`src/rtl/atbic_pkg.sv`:
```
package atbic_pkg;
    localparam int SEG_W   = 4;
    localparam int N_PINS  = 2;
    localparam int SW_W    = 5;
    localparam int BIT_CAL = 0;
    localparam int BIT_CTL = 1;
    localparam int BIT_D1  = 2;
    localparam int BIT_D2  = 3;
    localparam int SW_AB1   = 0;
    localparam int SW_AB2   = 1;
    localparam int SW_HI    = 2;
    localparam int SW_LO    = 3;
    localparam int SW_CLAMP = 4;

    typedef enum logic [1:0] {
        IC_PASS  = 2'b00,
        IC_DRIVE = 2'b01,
        IC_PROBE = 2'b10,
        IC_OTHER = 2'b11
    } iclass_e;

    typedef enum logic [1:0] {
        OP_HOLD,
        OP_CAPTURE,
        OP_SHIFT
    } chain_op_e;

    typedef enum logic [2:0] {
        RT_OFF,
        RT_AB1,
        RT_AB2,
        RT_HI,
        RT_LO,
        RT_CLAMP
    } route_e;
endpackage

```
`src/rtl/atbic_chain.sv`:
```
module atbic_chain
    import atbic_pkg::*;
(
    input  logic             tck,
    input  logic             trst_n,
    input  logic             seg_sel,
    input  logic             capture_dr,
    input  logic             shift_dr,
    input  logic             tdi,
    input  logic             cmp_at1,
    input  logic             cmp_at2,
    input  logic [SEG_W-1:0] hold_q,
    output logic [SEG_W-1:0] seg_q,
    output logic             tdo
);
    chain_op_e        op;
    logic [SEG_W-1:0] seg_d;

    always_comb begin
        op = OP_HOLD;
        if (seg_sel) begin
            if (capture_dr)    op = OP_CAPTURE;
            else if (shift_dr) op = OP_SHIFT;
        end
    end

    always_comb begin
        seg_d = seg_q;
        unique case (op)
            OP_HOLD: seg_d = seg_q;
            OP_CAPTURE: begin
                seg_d[BIT_CAL] = hold_q[BIT_CAL];
                seg_d[BIT_CTL] = hold_q[BIT_CTL];
                seg_d[BIT_D1]  = cmp_at1;
                seg_d[BIT_D2]  = cmp_at2;
            end
            OP_SHIFT: seg_d = {seg_q[SEG_W-2:0], tdi};
            default: seg_d = seg_q;
        endcase
    end

    always_ff @(posedge tck or negedge trst_n) begin
        if (!trst_n) seg_q <= '0;
        else         seg_q <= seg_d;
    end

    assign tdo = seg_q[SEG_W-1];

    p_shift_in_r2: assert property (@(posedge tck) disable iff (!trst_n)
        (seg_sel && shift_dr && !capture_dr) |=> (seg_q[BIT_CAL] == $past(tdi)
            && seg_q[BIT_D2] == $past(seg_q[BIT_D1])));

    p_capture_r3: assert property (@(posedge tck) disable iff (!trst_n)
        (seg_sel && capture_dr) |=> (seg_q[BIT_D1] == $past(cmp_at1)
            && seg_q[BIT_D2] == $past(cmp_at2)));

    // deselected segment keeps its contents
    p_idle_r9: assert property (@(posedge tck) disable iff (!trst_n)
        !seg_sel |=> $stable(seg_q));
endmodule

```
`src/rtl/atbic_update.sv`:
```
module atbic_update
    import atbic_pkg::*;
(
    input  logic             tck,
    input  logic             trst_n,
    input  logic             seg_sel,
    input  logic             update_dr,
    input  logic [SEG_W-1:0] seg_q,
    output logic [SEG_W-1:0] upd_q
);
    always_ff @(negedge tck or negedge trst_n) begin
        if (!trst_n)                   upd_q <= '0;
        else if (seg_sel && update_dr) upd_q <= seg_q;
    end

    // latches move only on a selected update
    p_hold_r4: assert property (@(negedge tck) disable iff (!trst_n)
        !(seg_sel && update_dr) |=> $stable(upd_q));
endmodule

```
`src/rtl/atbic_route.sv`:
```
module atbic_route
    import atbic_pkg::*;
#(
    parameter int PIN = 0
) (
    input  logic            tck,
    input  logic            trst_n,
    input  logic [1:0]      instr_class,
    input  logic            cal,
    input  logic            ctl,
    input  logic            dat,
    output logic [SW_W-1:0] sw
);
    localparam route_e BUS_RT  = (PIN == 0) ? RT_AB1 : RT_AB2;
    localparam int     BUS_BIT = (PIN == 0) ? SW_AB1 : SW_AB2;

    iclass_e ic;
    route_e  rt;

    assign ic = iclass_e'(instr_class);

    always_comb begin
        rt = RT_OFF;
        unique case (ic)
            IC_PROBE: rt = BUS_RT;
            IC_DRIVE: begin
                if (!ctl)     rt = cal ? RT_CLAMP : RT_OFF;
                else if (cal) rt = dat ? RT_HI : RT_LO;
                else          rt = dat ? BUS_RT : RT_LO;
            end
            IC_PASS:  rt = RT_OFF;
            IC_OTHER: rt = RT_OFF;
            default:  rt = RT_OFF;
        endcase
        if (!trst_n) rt = RT_OFF;
    end

    always_comb begin
        sw = '0;
        unique case (rt)
            RT_OFF:   sw = '0;
            RT_AB1:   sw[SW_AB1]   = 1'b1;
            RT_AB2:   sw[SW_AB2]   = 1'b1;
            RT_HI:    sw[SW_HI]    = 1'b1;
            RT_LO:    sw[SW_LO]    = 1'b1;
            RT_CLAMP: sw[SW_CLAMP] = 1'b1;
            default:  sw = '0;
        endcase
    end

    p_onehot_r8: assert property (@(posedge tck) disable iff (!trst_n)
        $onehot0(sw));

    p_probe_r5: assert property (@(posedge tck) disable iff (!trst_n)
        (instr_class == 2'b10) |-> (sw[BUS_BIT] && $countones(sw) == 1));

    p_isolate_r6: assert property (@(posedge tck) disable iff (!trst_n)
        (instr_class == 2'b00 || instr_class == 2'b11) |-> (sw == '0));
endmodule

```
`src/rtl/atbic_ctrl.sv`:
```
module atbic_ctrl
    import atbic_pkg::*;
(
    input  logic            tck,
    input  logic            trst_n,
    input  logic            seg_sel,
    input  logic            capture_dr,
    input  logic            shift_dr,
    input  logic            update_dr,
    input  logic [1:0]      instr_class,
    input  logic            tdi,
    input  logic            cmp_at1,
    input  logic            cmp_at2,
    output logic            tdo,
    output logic [SW_W-1:0] at1_sw,
    output logic [SW_W-1:0] at2_sw
);
    logic [SEG_W-1:0]             seg_q;
    logic [SEG_W-1:0]             upd_q;
    logic [N_PINS-1:0][SW_W-1:0] sw_all;

    atbic_chain u_chain (
        .tck        (tck),
        .trst_n     (trst_n),
        .seg_sel    (seg_sel),
        .capture_dr (capture_dr),
        .shift_dr   (shift_dr),
        .tdi        (tdi),
        .cmp_at1    (cmp_at1),
        .cmp_at2    (cmp_at2),
        .hold_q     (upd_q),
        .seg_q      (seg_q),
        .tdo        (tdo)
    );

    atbic_update u_update (
        .tck       (tck),
        .trst_n    (trst_n),
        .seg_sel   (seg_sel),
        .update_dr (update_dr),
        .seg_q     (seg_q),
        .upd_q     (upd_q)
    );

    for (genvar g = 0; g < N_PINS; g++) begin : g_pin
        atbic_route #(.PIN(g)) u_route (
            .tck         (tck),
            .trst_n      (trst_n),
            .instr_class (instr_class),
            .cal         (upd_q[BIT_CAL]),
            .ctl         (upd_q[BIT_CTL]),
            .dat         (upd_q[BIT_D1+g]),
            .sw          (sw_all[g])
        );
    end

    assign at1_sw = sw_all[0];
    assign at2_sw = sw_all[1];
endmodule

```
`config.mk`:
```
export PLATFORM = sky130hd
export DESIGN_NAME = atbic_ctrl
export DESIGN_NICKNAME = d
export VERILOG_FILES = /design/src/rtl/atbic_pkg.sv /design/src/rtl/atbic_chain.sv /design/src/rtl/atbic_update.sv /design/src/rtl/atbic_route.sv /design/src/rtl/atbic_ctrl.sv
export SDC_FILE = /design/constraint.sdc
export NUM_CORES = 1
export LEC_CHECK = 0
export ABC_AREA = 1
export BUFFER_PORTS_ARGS = -buffer_cell sky130_fd_sc_hd__buf_2
export CORE_MARGIN = 2
export CORE_UTILIZATION = 35
export CTS_BUF_LIST = sky130_fd_sc_hd__clkbuf_4 sky130_fd_sc_hd__clkbuf_8 sky130_fd_sc_hd__clkbuf_16
export CTS_CLUSTER_SIZE = 20
export DETAILED_ROUTE_END_ITERATION = 6
export PLACE_DENSITY_LB_ADDON = 0.2
export SLEW_MARGIN = 20
export SYNTH_ARGS = -nofsm -noshare
export SYNTH_HDL_FRONTEND = slang
export SYNTH_HIERARCHICAL = 1
export SYNTH_SLANG_ARGS = --single-unit
export TNS_END_PERCENT = 1
```
`constraint.sdc`:
```
create_clock -name tck -period 0.9 [get_ports tck]
set_input_delay 0.045 -clock tck [delete_from_list [all_inputs] [get_ports tck]]
set_output_delay 0.045 -clock tck [all_outputs]
set_load 0.02 [all_outputs]
```
==> flow_summary.toml <==
[timing]
drv_slew = 0
grt_setup_unrepaired = "true"
hold_ws_ps = 89.5
finalSetupTns_ps = -10360
clock_skew_ps = 10.4
setup_viol = 16
hold_violations = 0
layout_setup_ws_ps = -981

[placement]
placed_area_um2 = 881
gp_congestion = 0.773
place_inst = 163
port_buffers = 20
hpwl_um = 1160

[logic_synthesis]
synth_cells = 108
synth_top_cell_by_area = "nand2_1"
yosys_warnings = 6
syn_area_um2 = 634
synth.avg_cell_area_um2 = 5.87
synth_seq_area_share_pct = 31.6
synth_seq_cells = 8
synthDominantCellAreaShare_pct = 24.9
synth_area_leaders = "nand2_1 25%, dfrtn_1 16%, dfrtp_1 16%, inv_1 12%, nand3_1 8.7%"
synth_nets = 122
ys_types = 15

[global_route]
antenna_found_initial = 0
grt_overflow_total = 0
grt_usage_pct = 16.6
grt_start_max_net_pins = 9
grt_pass1_vias = 682
grt_pass1_wl_um = 2520

[layout]
area_growth_syn_to_layout_pct = 59.4
final_cells = 168
diodes = 0
final_common_cell = "nand2_1"
nNetsFinal = 159
layout_common_cells = "37 x nand2_1, 20 x inv_1, 15 x buf_4"
final_util_pct = 59.2
drive_gt1_share_pct = 41.3
final_area_um2 = 1010

[detailed_routing]
drt_iter0_drc = 13
wire_per_inst_um = 9.04
avgViaCountPerCell = 4.35
drc = 0
routed_wirelength_um = 1520
ant_nets = 0
vias = 731
first_pass_iters = 4

[power_and_ir_drop]
swShare_pct = 36.7
intPower_uw = 904
pwr-share-clk_pct = 19.0
powerDensity_nw_per_um2 = 1410
p_switching_uw = 525
p_leak_uw = 0.000576
peakVddDrop_uv = 812
combPwrFrac_pct = 43.7
seqPwrFrac_pct = 37.2

[hold_path]
min_delay_path_depth = 5
hold_end = "u_chain/seg_q[2]"
holdCritStartpoint = "cmp_at1"
hold_class = "in -> reg"

[clock_network]
cts_buffers = 3
clockBufferDepth = 2
cts.reportedPaths.clkPinSlew_ps = 50
clock_latency_ps = 260
cts_tree = "yes"
cts.sinks = 8
cts-root-buf = "clkbuf_4"
htreeDepth = 1

[setup_path]
arrival_ps = 1840
cp_max_fo = 8
r2r_end = "u_chain/seg_q[1]"
r2r_slack_ps = -600
rr_worst_depth = 6
end_kind = "output pin"
worstSetupPathType = "reg -> out"
rr_startpoint = "u_update/upd_q[1]"
critPathRequiredTime_ps = 850
startpoint_type = "flip-flop"

[floorplanning]
die_w_um = 46.6
ioPinCount = 22
die_h_um = 46.6
die_area_um2 = 2170
fp-row-count = 15
initial_utilization_pct = 37.1
coreArea_um2 = 1710

[run_status]
violations = "setup timing"
status = "finished with violations"

[job]
drv_cap = 0
==> sequential cells by signal, indices dropped and copies added, names as in the netlist <==
name and count:
u_update/upd_q 4, u_chain/seg_q 4
==> power groups by stage <==
stage	Clock, uW	Combinational (uW)	Sequential, uW
global route	289	697	546
floorplan	0	299	534
global placement	0	523	524
finish	272	625	532
CTS	283	596	526
detailed placement	0	528	530
==> kinds of logic after synthesis <==
kind of cell             after synthesis  synth area share, %
flip-flops                             8                 31.6
AND/OR/NAND/NOR                       71                 45.8
AO/OA/AOI/OAI                          1                0.788
adder cells (fa/ha/maj)                3                 5.92
other                                  1                0.591
buffers and inverters                 24                 15.4
==> critical path, stage by stage, from the launching register on <==
cell,delay [ps]
dfrtn_1,520
nand2_1,100
nand2_1,70
nand2_1,60
nand2_2,100
nand2_4,70
nor2_4,80
buf_6,120
==> synthesized netlist by cell type <==
cell type and count:
buf_4 2, conb_1 1, dfrtn_1 4, dfrtp_1 4, ha_1 3, inv_1 21
inv_2 1, nand2_1 42, nand2_2 1, nand3_1 11, nor2_1 13, nor2_2 1
nor3_1 2, o21ai_0 1, or2_1 1
==> layout make-up <==
cell class                 instances  area (um^2)
inverter                          22         82.6
multi-input combinational         76          424
timing repair buffer              34          250
tap                               25         31.3
fill                             172          697
clock buffer                       3         22.5
sequential                         8          200
==> worst max path at each step <==
| stage | startpoint | endpoint | depth (start not counted) |
|---|---|---|---|
| floorplan | u_update/upd_q[1] | at1_sw[3] | 4 |
| global placement | u_update/upd_q[1] | at1_sw[0] | 7 |
| detailed placement | u_update/upd_q[1] | at1_sw[0] | 7 |
| CTS | u_update/upd_q[1] | at1_sw[4] | 7 |
| global route | u_update/upd_q[0] | at1_sw[3] | 5 |
| finish | u_update/upd_q[1] | at1_sw[4] | 7 |
==> stage by stage <==
step,total power [uW],setup slack [ps]
6_report,1430,-981
3_5_place_dp,1060,-757
3_3_place_gp,1050,-703
2_1_floorplan,833,-608
4_1_cts,1400,-981
5_1_grt,1530,-1070
==> metal layers <==
layer  wire length, um  vias up  global-route usage (%)
met5                 0        -                       0
met4                10        0                    12.0
met3                51        2                    3.53
met2               862       15                    29.7
met1               594      327                    16.5
li1                  -      387                       -
==> repair_timing <==
item	CTS	global route
pin swaps	13	5
setup buffers	1	0
endpoints found under the setup margin	16	17
endpoints found under the hold margin	4	0
gates resized for setup	16	11
hold buffers	1	0
(Power assumes the default switching activity.)
